### config.mk
export PLATFORM = sky130hd
export DESIGN_NAME = synth_regbank
export DESIGN_NICKNAME = d
export VERILOG_FILES = /design/src/rtl/synth_regbank_pkg.sv /design/src/rtl/srb_addr_dec.sv /design/src/rtl/srb_mod_buf.sv /design/src/rtl/srb_flags.sv /design/src/rtl/srb_ns_decode.sv /design/src/rtl/synth_regbank.sv
export SDC_FILE = /design/constraint.sdc
export NUM_CORES = 1
export LEC_CHECK = 0
export BUFFER_PORTS_ARGS = -buffer_cell sky130_fd_sc_hd__buf_2
export CAP_MARGIN = 0
export CORE_MARGIN = 1
export CORE_UTILIZATION = 35
export CTS_CLUSTER_SIZE = 24
export DETAILED_ROUTE_END_ITERATION = 10
export HOLD_SLACK_MARGIN = 0.03
export MAX_ROUTING_LAYER = met4
export PLACE_DENSITY_LB_ADDON = 0.3
export SKIP_LAST_GASP = 1
export SLEW_MARGIN = 25
export SYNTH_ARGS = -nofsm -noshare
export SYNTH_HDL_FRONTEND = slang
export SYNTH_SLANG_ARGS = --single-unit
export TNS_END_PERCENT = 1
### constraint.sdc
create_clock -name clk -period 1.5 [get_ports clk]
set_input_delay 0.225 -clock clk [delete_from_list [all_inputs] [get_ports clk]]
set_output_delay 0.225 -clock clk [all_outputs]
set_load 0.005 [all_outputs]
### src/rtl/synth_regbank_pkg.sv
package synth_regbank_pkg;

   // Register select codes carried in word bits [1:0].
   typedef enum logic [1:0] {
      SEL_DIV = 2'b00,
      SEL_REF = 2'b01,
      SEL_CTL = 2'b10,
      SEL_NS  = 2'b11
   } sel_e;

   // Decoded noise/spur modes.
   typedef enum logic [1:0] {
      NS_LOWEST_SPUR    = 2'd0,
      NS_LOW_NOISE_SPUR = 2'd1,
      NS_LOWEST_NOISE   = 2'd2,
      NS_UNKNOWN        = 2'd3
   } ns_mode_e;

   // Control word occupies bits [CTL_HI:CTL_LO]; packed so that the MSB is bit 11.
   localparam int CTL_LO = 2;
   localparam int CTL_HI = 11;

   typedef struct packed {
      logic       ref_dbl;    // bit 11
      logic [3:0] cp_cur;     // bits 10:7
      logic       pd_pol;     // bit 6
      logic       ld_prec;    // bit 5
      logic       pwr_dn;     // bit 4
      logic       cp_3state;  // bit 3
      logic       cnt_rst;    // bit 2
   } ctl_t;

   // Noise/spur code positions, most significant first.
   localparam int NS_B4 = 9;
   localparam int NS_B3 = 8;
   localparam int NS_B2 = 7;
   localparam int NS_B1 = 6;
   localparam int NS_B0 = 2;

   localparam logic [4:0] NS_CODE_SPUR  = 5'b00000;
   localparam logic [4:0] NS_CODE_MIX   = 5'b11100;
   localparam logic [4:0] NS_CODE_NOISE = 5'b11111;

endpackage

### src/rtl/srb_addr_dec.sv
module srb_addr_dec #(
   parameter int SEL_W = 2
) (
   input  logic                  load_i,
   input  logic [SEL_W-1:0]      sel_i,
   output logic [(1<<SEL_W)-1:0] wr_o
);
   localparam int NREG = 1 << SEL_W;

   for (genvar i = 0; i < NREG; i++) begin : g_strobe
      localparam logic [SEL_W-1:0] CODE = SEL_W'(i);
      assign wr_o[i] = load_i && (sel_i == CODE);
   end
endmodule

### src/rtl/srb_mod_buf.sv
module srb_mod_buf #(
   parameter int MOD_W = 12
) (
   input  logic             clk,
   input  logic             rst_n,
   input  logic             wr_ref_i,
   input  logic             wr_div_i,
   input  logic             to_timer_i,
   input  logic [MOD_W-1:0] field_i,
   output logic [MOD_W-1:0] pend_o,
   output logic [MOD_W-1:0] act_o,
   output logic [MOD_W-1:0] timer_o
);
   logic [MOD_W-1:0] pend_q, act_q, timer_q;

   always_ff @(posedge clk or negedge rst_n) begin
      if (!rst_n) begin
         pend_q  <= '0;
         act_q   <= '0;
         timer_q <= '0;
      end else begin
         if (wr_ref_i) begin
            if (to_timer_i) timer_q <= field_i;
            else            pend_q  <= field_i;
         end
         if (wr_div_i) act_q <= pend_q;
      end
   end

   assign pend_o  = pend_q;
   assign act_o   = act_q;
   assign timer_o = timer_q;
endmodule

### src/rtl/srb_flags.sv
module srb_flags #(
   parameter int FRAC_W    = 12,
   parameter int RDIV_W    = 4,
   parameter bit REG_FLAGS = 1'b0
) (
   input  logic              clk,
   input  logic              rst_n,
   input  logic [FRAC_W-1:0] frac_i,
   input  logic [FRAC_W-1:0] mod_i,
   input  logic [RDIV_W-1:0] rdiv_i,
   output logic              frac_err_o,
   output logic              rdiv_err_o
);
   logic frac_bad, rdiv_bad;

   always_comb begin
      frac_bad = (frac_i >= mod_i);
      rdiv_bad = (rdiv_i == '0);
   end

   if (REG_FLAGS) begin : g_reg
      logic frac_q, rdiv_q;
      always_ff @(posedge clk or negedge rst_n) begin
         if (!rst_n) begin
            frac_q <= 1'b1;
            rdiv_q <= 1'b1;
         end else begin
            frac_q <= frac_bad;
            rdiv_q <= rdiv_bad;
         end
      end
      assign frac_err_o = frac_q;
      assign rdiv_err_o = rdiv_q;
   end else begin : g_comb
      logic unused_clk;
      assign unused_clk = clk ^ rst_n;
      assign frac_err_o = frac_bad;
      assign rdiv_err_o = rdiv_bad;
   end
endmodule

### src/rtl/srb_ns_decode.sv
module srb_ns_decode
   import synth_regbank_pkg::*;
(
   input  logic [4:0] code_i,
   output logic [1:0] mode_o,
   output logic       dither_o
);
   ns_mode_e mode;

   always_comb begin
      unique case (code_i)
         NS_CODE_SPUR:  mode = NS_LOWEST_SPUR;
         NS_CODE_MIX:   mode = NS_LOW_NOISE_SPUR;
         NS_CODE_NOISE: mode = NS_LOWEST_NOISE;
         default:       mode = NS_UNKNOWN;
      endcase
   end

   assign mode_o   = mode;
   assign dither_o = (mode == NS_LOWEST_SPUR);
endmodule

### src/rtl/synth_regbank.sv
module synth_regbank
   import synth_regbank_pkg::*;
#(
   parameter int WORD_W    = 24,
   parameter int INT_W     = 9,
   parameter int FRAC_W    = 12,
   parameter int RDIV_W    = 4,
   parameter int RDIV_LO   = 14,
   parameter bit REG_FLAGS = 1'b0
) (
   input  logic              clk,
   input  logic              rst_n,
   input  logic              load_i,
   input  logic [WORD_W-1:0] word_i,
   output logic [INT_W-1:0]  int_o,
   output logic [FRAC_W-1:0] frac_o,
   output logic              fastlock_o,
   output logic [FRAC_W-1:0] mod_o,
   output logic [FRAC_W-1:0] fl_timer_o,
   output logic [RDIV_W-1:0] rdiv_o,
   output logic              cnt_rst_o,
   output logic              cp_tristate_o,
   output logic              pwr_down_o,
   output logic              ld_prec_o,
   output logic              pd_pol_o,
   output logic [3:0]        cp_cur_o,
   output logic              ref_dbl_o,
   output logic [1:0]        ns_mode_o,
   output logic              dither_o,
   output logic              new_chan_o,
   output logic              rdiv_err_o,
   output logic              frac_err_o
);
   localparam int SEL_W   = 2;
   localparam int FRAC_LO = SEL_W;
   localparam int FRAC_HI = FRAC_LO + FRAC_W - 1;
   localparam int INT_LO  = FRAC_HI + 1;
   localparam int INT_HI  = INT_LO + INT_W - 1;
   localparam int TOP_BIT = WORD_W - 1;
   localparam int RDIV_HI = RDIV_LO + RDIV_W - 1;

   // Elaboration-time parameter checks.
   if (WORD_W < 24) begin : g_bad_word
      $error("synth_regbank: WORD_W must be at least 24");
   end
   if (INT_HI >= TOP_BIT) begin : g_bad_int
      $error("synth_regbank: INT field overlaps the fast-lock bit");
   end
   if (RDIV_LO <= FRAC_HI || RDIV_HI >= TOP_BIT) begin : g_bad_rdiv
      $error("synth_regbank: reference count field misplaced");
   end

   // Write strobes.
   logic [(1<<SEL_W)-1:0] wr;
   logic wr_div, wr_ref, wr_ctl, wr_ns;

   srb_addr_dec #(.SEL_W(SEL_W)) u_dec (
      .load_i (load_i),
      .sel_i  (word_i[SEL_W-1:0]),
      .wr_o   (wr)
   );

   assign wr_div = wr[SEL_DIV];
   assign wr_ref = wr[SEL_REF];
   assign wr_ctl = wr[SEL_CTL];
   assign wr_ns  = wr[SEL_NS];

   logic to_timer;
   assign to_timer = word_i[TOP_BIT];

   // Divider, reference count, control and noise/spur storage.
   logic [INT_W-1:0]  int_q;
   logic [FRAC_W-1:0] frac_q;
   logic              fl_q;
   logic [RDIV_W-1:0] rdiv_q;
   ctl_t              ctl_q;
   logic [4:0]        ns_q;
   logic              new_chan_q;

   always_ff @(posedge clk or negedge rst_n) begin
      if (!rst_n) begin
         int_q      <= '0;
         frac_q     <= '0;
         fl_q       <= 1'b0;
         rdiv_q     <= '0;
         ctl_q      <= '0;
         ns_q       <= '0;
         new_chan_q <= 1'b0;
      end else begin
         new_chan_q <= wr_div;
         if (wr_div) begin
            int_q  <= word_i[INT_HI:INT_LO];
            frac_q <= word_i[FRAC_HI:FRAC_LO];
            fl_q   <= word_i[TOP_BIT];
         end
         if (wr_ref && !to_timer) rdiv_q <= word_i[RDIV_HI:RDIV_LO];
         if (wr_ctl) ctl_q <= ctl_t'(word_i[CTL_HI:CTL_LO]);
         if (wr_ns)  ns_q  <= {word_i[NS_B4], word_i[NS_B3], word_i[NS_B2],
                               word_i[NS_B1], word_i[NS_B0]};
      end
   end

   // Double-buffered modulus and fast-lock timer.
   logic [FRAC_W-1:0] mod_pend, mod_act, timer;

   srb_mod_buf #(.MOD_W(FRAC_W)) u_mod (
      .clk        (clk),
      .rst_n      (rst_n),
      .wr_ref_i   (wr_ref),
      .wr_div_i   (wr_div),
      .to_timer_i (to_timer),
      .field_i    (word_i[FRAC_HI:FRAC_LO]),
      .pend_o     (mod_pend),
      .act_o      (mod_act),
      .timer_o    (timer)
   );

   srb_flags #(
      .FRAC_W    (FRAC_W),
      .RDIV_W    (RDIV_W),
      .REG_FLAGS (REG_FLAGS)
   ) u_flags (
      .clk        (clk),
      .rst_n      (rst_n),
      .frac_i     (frac_q),
      .mod_i      (mod_act),
      .rdiv_i     (rdiv_q),
      .frac_err_o (frac_err_o),
      .rdiv_err_o (rdiv_err_o)
   );

   srb_ns_decode u_ns (
      .code_i   (ns_q),
      .mode_o   (ns_mode_o),
      .dither_o (dither_o)
   );

   assign int_o         = int_q;
   assign frac_o        = frac_q;
   assign fastlock_o    = fl_q;
   assign mod_o         = mod_act;
   assign fl_timer_o    = timer;
   assign rdiv_o        = rdiv_q;
   assign cnt_rst_o     = ctl_q.cnt_rst;
   assign cp_tristate_o = ctl_q.cp_3state;
   assign pwr_down_o    = ctl_q.pwr_dn;
   assign ld_prec_o     = ctl_q.ld_prec;
   assign pd_pol_o      = ctl_q.pd_pol;
   assign cp_cur_o      = ctl_q.cp_cur;
   assign ref_dbl_o     = ctl_q.ref_dbl;
   assign new_chan_o    = new_chan_q;
endmodule

==> metrics.txt, run 1 <==
status=finished with violations; failing checks=setup timing; initial antenna violation count=0; Place WS=-0.326 ns; Layout Cells excl Fill=464; R2R Path Start=frac_o[2]; CP peak stage delay=0.43 ns; Sw Share=26.6%; kind of critical path=reg -> out; register clock-pin slew on the reported worst setup and hold paths=0.09 ns; fill cell count=819; Ys Warns=0; CTS H-tree depth=3; max-cap violations=0; Site Rows=34; Remaining Overflow, GRT=0; Post-synth EDFFs=0; CTS max path bufs=2; worst setup path end=frac_err_o; vias in the first global route=2277; DP HPWL=4870 µm; relative slew slack=73.5%; Post-Syn Nets=268; fin crit share=134%; FMAX=498 MHz; Area Overhead vs Synth=31.3%; clk_skew=0.0173 ns; synthesized instance count=229; Crit path max-delay family=compound AO/OA/AOI/OAI gates; CP startpoint=frac_o[2]; worst-case reg-to-reg path depth=3; dominant cell type by area after synthesis=dfrtp_1; top-count cell post-synth=dfrtp_1; Slew Viols, Final=0; setup violators final=3; endpoints failing hold=0; First-pass DRT Iterations=4; slowest library cell on the worst path=dfrtp_1; top-area cell type share of the netlist area=59.5%; WP data arrival=1.78 ns; Reg power frac=46.1%; FF-to-FF setup slack=0.45 ns; antenna-violating nets left=0; setup ws final=-0.507 ns; clock network power share=28.1%; Remaining DRCs=0; CTS tree=yes; share of cells above drive strength 1=56.5%; dpl cells=448; syn_area_per_cell=14.3 µm²; Pleak=2.10 nW; async set-or-reset flop fraction in the synthesized netlist=100%; routability cong.=0.689; initial DRC count=47; I/O Buffers=92; CTS sink count=78; WP depth=6; Vias=2221; first-pass GRT wire length=11200 µm; Root Driver=clkbuf_8; RSZ-0062 raised after global routing=yes; synthesized flop and latch total=78; number of I/O pins=93; fin nets=392; Vias/cell=4.79; top cells by area, synth=dfrtp_1, mux2_2, ha_1; total routed wirelength=6770 µm; DR WL/cell=14.6 µm; combinational share of power=25.8%; FF-to-FF End=frac_o[2]; required time of the critical path=1.27 ns; internal power=4.42 mW; Startpoint Class=flip-flop; Initial Util=36.9%; CP Cell Sequence=ha_4 -> a211oi_2 -> o21ai_1 -> a211oi_2 -> o21ai_1 -> buf_2; die area=9770 µm²; overall die width=98.8 µm; ant diodes=0; Crit path buffers/inverters=1; Worst-Margin Slew=0.397 ns; worst min-delay path class=in -> reg; total CTS buffers=9; PD cells=1400 nW/µm²; core area=8890 µm²; sequential area share after synthesis=59.5%; critical path fanouts, max=2; Synth cell types=28; synthesized cell area=3280 µm²; largest net degree at the start of global routing=48; die height=98.8 µm; VDD IR-drop max=0.555 mV; Clk Latency, worst-skew pair=0.34 ns; Critical Path Sink Type=output pin; most frequent cells after synthesis=dfrtp_1, mux2_2, o21ai_0; post-layout util=48.5%; sw power=1.61 mW; dominant synthesized flop cell=dfrtp_1; gr usage total=15.4%; final critical-path required period=2.01 ns
-- worst min path at each step --
stage / depth (start not counted) / to / from
after CTS: 2 / int_o[7] / word_i[21]
after global routing: 2 / int_o[6] / word_i[20]
after global placement: 1 / cp_cur_o[1] / rst_n
after floorplan: 0 / cnt_rst_o / rst_n
after detailed placement: 1 / cp_cur_o[1] / rst_n
final: 2 / int_o[6] / word_i[20]
-- cells in the final DEF, fill, tap and decap left out, types with 3 or more instances in the layout --
cell       n
buf_2     91
dfrtp_1   78
mux2_2    51
buf_4     27
o21ai_0   14
nand2_1   13
inv_1     11
ha_1      11
mux2_4    10
clkbuf_8  10
nor2_1     4
mux2_1     4
buf_12     3
-- worst reg2reg max path: cells and delay by family, from the launching register on --
| kind | cells | cell delay (ns) |
|---|---|---|
| mux | 1 | 0.25 |
| flops | 1 | 0.43 |
| buf+inv | 2 | 0.27 |
-- routing by layer --
layer	global-route usage (%)	share of wire, %	vias to the layer above
met5	-	0	-
met4	5.97	1.1	0
met3	3.69	5.0	8
met2	23.1	47	61
met1	20.2	47	1101
li1	-	-	1051
-- cells by family (layout without fill, tap and decap cells) --
logic type,Yosys count,in the layout,synth area share (%)
multiplexers,65,65,23.4
buffers and inverters,21,148,3.66
flip-flops,78,78,59.5
adder cells (fa/ha/maj),12,12,4.57
AO/OA/AOI/OAI,23,23,3.93
AND/OR/NAND/NOR,30,30,4.92
-- flip-flops by register name, summed over array words and instances, names as in the netlist, 4 cells and up --
register / count
cp_cur_o: 4
frac_o: 12
int_o: 9
ns_q: 5
rdiv_o: 4
u_mod.act_o: 12
u_mod.pend_o: 12
u_mod.timer_o: 12
-- final cells by class --
cell class	instances	area [µm²]	area share, %
Tap cell	108	135	3.14
Multi-Input combinational cell	130	1240	28.7
Clock buffer	10	138	3.19
Sequential cell	78	1950	45.3
Inverter	12	45.0	1.05
Clock inverter	4	72.6	1.68
Timing Repair Buffer	122	728	16.9
-- stage by stage --
step	instance area [µm²]	power, mW	hold slack (ns)	setup TNS, ns
floorplan	3280	3.52	-0.0706	0
finish	4310	6.03	0.100	-0.669
global placement	4060	4.29	0.173	-0.314
detailed placement	4060	4.35	0.180	-0.326
global route	4310	6.42	0.0896	-1.15
CTS	4300	6.10	0.0779	-0.862
-- what timing repair did --
item                                    CTS  global route
hold buffers                              1             0
resized for setup                         2             2
endpoints found under the setup margin    4             4
endpoints found under the hold margin    26             0
setup buffers                             1             0
pin swaps                                 4             1
-- power groups by stage --
stage / registers (mW) / logic (mW) / clock network (mW)
global placement: 2.79 / 1.50 / 0
CTS: 2.78 / 1.57 / 1.74
global route: 2.85 / 1.73 / 1.84
finish: 2.78 / 1.55 / 1.69
floorplan: 2.83 / 0.689 / 0
detailed placement: 2.82 / 1.53 / 0
Note: power is estimated with default switching activity, not from simulation.
==> inputs of run 2 (changes only) <==
--- a/config.mk
+++ b/config.mk
@@ -18,5 +18,6 @@
 export SLEW_MARGIN = 25
 export SYNTH_ARGS = -nofsm -noshare
 export SYNTH_HDL_FRONTEND = slang
+export SYNTH_HIERARCHICAL = 1
 export SYNTH_SLANG_ARGS = --single-unit
 export TNS_END_PERCENT = 1
==> run 2 against run 1 <==
Effect of this change:
- the flow still finishes with violations (setup timing)
- clock power rose by 9%
- sequential share of layout area fell by 2.5 points
- sequential power rose by 1%
- via count fell by 0.77%
- clock-buffer cell count fell by 1
- area after synthesis rose by 1.8%
- utilization rose by 0.86 points
- maximum frequency rose by 0.64%
- critical path depth did not move
- cell area rose by 5.8%
- sequential cell count did not move
- critical path type unchanged
- highest routed layer unchanged
==> metrics.txt, run 2 <==
sw power=1.82 mW (+13%); max-cap violations=0 (unchanged); synthesized instance count=217 (-5.2%); Slew Viols, Final=0 (unchanged); dominant synthesized flop cell=dfrtp_1; ant diodes=0 (unchanged); FMAX=502 MHz (+0.64%); CTS tree=yes; die area=9940 µm² (+1.7%); relative slew slack=75.0% (+1.4 points); failing checks=setup timing; CP Cell Sequence=ha_1 -> o211ai_2 -> a21oi_2 -> nor4_4 -> o41ai_2 -> buf_2; status=finished with violations; Sum Neg Setup Slack=-1.10 ns (-0.426 ns); I/O Buffers=92 (unchanged); CTS sink count=78 (unchanged); total CTS buffers=9 (unchanged); Synth cell types=29 (+3.6%); fin crit share=133% (-0.85 points); Pleak=2.24 nW (+6.6%); register clock-pin slew on the reported worst setup and hold paths=0.08 ns (about the same); First-pass DRT Iterations=4 (unchanged); required time of the critical path=1.27 ns (about the same); share of cells above drive strength 1=66.5% (+10 points); fill cell count=843 (+2.9%); first-pass GRT wire length=11300 µm (+0.36%); die height=99.7 µm (+0.87%); Initial Util=36.2% (-0.76 points); Clk Latency, worst-skew pair=0.34 ns (about the same); core area=9240 µm² (+3.9%); CP peak stage delay=0.40 ns (-0.03 ns); DR WL/cell=14.5 µm (-0.59%); gr usage total=15.7% (+0.25 points); top-count cell post-synth=dfrtp_1; setup ws final=-0.494 ns (+0.0127 ns); Crit path buffers/inverters=1 (unchanged); synthesized cell area=3340 µm² (+1.8%); Ys Warns=6 (+6); Worst-Margin Slew=0.375 ns (-0.0217 ns); clock network power share=27.6% (-0.5 points); combinational share of power=30.3% (+4.5 points); dominant cell type by area after synthesis=dfrtp_1; Vias/cell=4.50 (-6.0%); synthesized flop and latch total=78 (unchanged); Area Overhead vs Synth=36.4%; critical path fanouts, max=2 (unchanged); Vias=2204 (-0.77%); fin nets=395 (+0.77%); internal power=4.89 mW (+11%); vias in the first global route=2252 (-1.1%); Remaining Overflow, GRT=0 (unchanged); async set-or-reset flop fraction in the synthesized netlist=100% (unchanged); CTS max path bufs=2 (unchanged); antenna-violating nets left=0 (unchanged); final critical-path required period=1.99 ns (-0.0127 ns); slowest library cell on the worst path=dfrtp_1; most frequent cells after synthesis=dfrtp_1, mux2_2, ha_1, inv_1, mux2_4; cell area after layout=4560 µm² (+5.8%); top-area cell type share of the netlist area=58.4% (-1.0 points); setup violators final=4 (+1); Reg power frac=42.0% (-4.1 points); Remaining DRCs=0 (unchanged); largest net degree at the start of global routing=38 (-21%); smallest hold slack=0.109 ns (+0.00911 ns); Site Rows=35 (+2.9%); VDD IR-drop max=0.615 mV (+11%); Crit path max-delay family=flip-flops; total routed wirelength=7100 µm (+5.0%); Power Total=6.71 mW (+11%); Sw Share=27.1% (+0.49 points); Critical Path Sink Type=output pin; Root Driver=clkbuf_8; syn_area_per_cell=15.4 µm² (+7.4%); initial antenna violation count=0 (unchanged); PD cells=1470 nW/µm² (+5.3%); routability cong.=0.744 (+8.0%); Startpoint Class=flip-flop; endpoints failing hold=0 (unchanged); RSZ-0062 raised after global routing=yes; top cells by area, synth=dfrtp_1, mux2_2, ha_1; commonest non-fill, non-tap cell in the layout=buf_2; number of I/O pins=93 (unchanged); kind of critical path=reg -> out; sequential area share after synthesis=58.4% (-1.0 points); clk_skew=0.00348 ns (-0.0139 ns); worst min-delay path class=in -> reg; commonest non-fill, non-tap cells in the layout=buf_2, dfrtp_1, mux2_2; CTS H-tree depth=3 (unchanged); WP data arrival=1.77 ns (about the same); overall die width=99.7 µm (+0.87%); area post-placement=4250 µm² (+4.7%); DP HPWL=5220 µm (+7.2%); Post-synth EDFFs=0 (unchanged); Post-Syn Nets=256 (-4.5%); initial DRC count=35 (-26%)
## run 2: power by group through the flow
stage                     registers, mW  logic, mW  clock network (mW)
after floorplan                    2.90      0.847                   0
after global placement             2.83       1.90                   0
after detailed placement           2.86       1.94                   0
after CTS                          2.83       2.02                1.91
after global routing               2.89       2.25                2.01
final                              2.82       2.04                1.85
## run 2: per-stage QoR
stage	std cells	worst slack (ns)	util [%]
6_report	490	-0.494	49.3
3_3_place_gp	470	-0.224	46.0
5_1_grt	490	-0.587	49.3
4_1_cts	487	-0.537	49.0
3_5_place_dp	470	-0.219	46.0
2_1_floorplan	217	0.0567	-
## run 2: repair_timing
item	in CTS	in global routing
endpoints found under the setup margin	4	4
endpoints found under the hold margin	25	0
buffers inserted	0	3
gates resized for setup	4	1
hold buffers	1	0
pin swaps	3	2
## run 2: path summary, 6_finish.rpt
check	from	slack, ns	cells past startpoint	end
max	frac_o[1]	-0.49	6	frac_err_o
min	word_i[20]	0.11	2	int_o[6]
max reg2reg	frac_o[10]	0.46	3	frac_o[10]
min reg2reg	cp_cur_o[2]	0.51	1	cp_cur_o[2]
max in group asynchronous	rst_n	0.61	3	u_mod/pend_o[5]
min in group asynchronous	rst_n	0.34	2	ld_prec_o
## run 2: area by class of cell
| type | instances | area, µm² | share of cell area, % |
|---|---|---|---|
| Sequential cell | 78 | 1950 | 42.8 |
| Clock inverter | 7 | 113 | 2.47 |
| Clock buffer | 9 | 124 | 2.72 |
| Timing Repair Buffer | 134 | 831 | 18.2 |
| Multi-Input combinational cell | 121 | 1330 | 29.2 |
| Inverter | 12 | 45.0 | 0.988 |
| Tap cell | 129 | 161 | 3.54 |
## run 2: per-layer routing
| metal | vias to the layer above | wire length (µm) | global-route usage, % |
|---|---|---|---|
| li1 | 1048 | - | - |
| met1 | 1085 | 3400 | 19.6 |
| met2 | 65 | 3340 | 24.4 |
| met3 | 6 | 295 | 4.71 |
| met4 | 0 | 70 | 5.09 |
| met5 | - | 0 | - |
## run 2: kinds of logic after synthesis
group           synth area share (%)
buf+inv                         3.07
fa+ha+maj                       4.49
flops                           58.4
simple gates                    4.53
compound gates                  2.06
mux                             27.4
## run 2: worst reg2reg max path, cell delays in order, from the launching register on
cell and delay, ns:
dfrtp_1 0.42, buf_4 0.14, buf_4 0.12, mux2_2 0.25
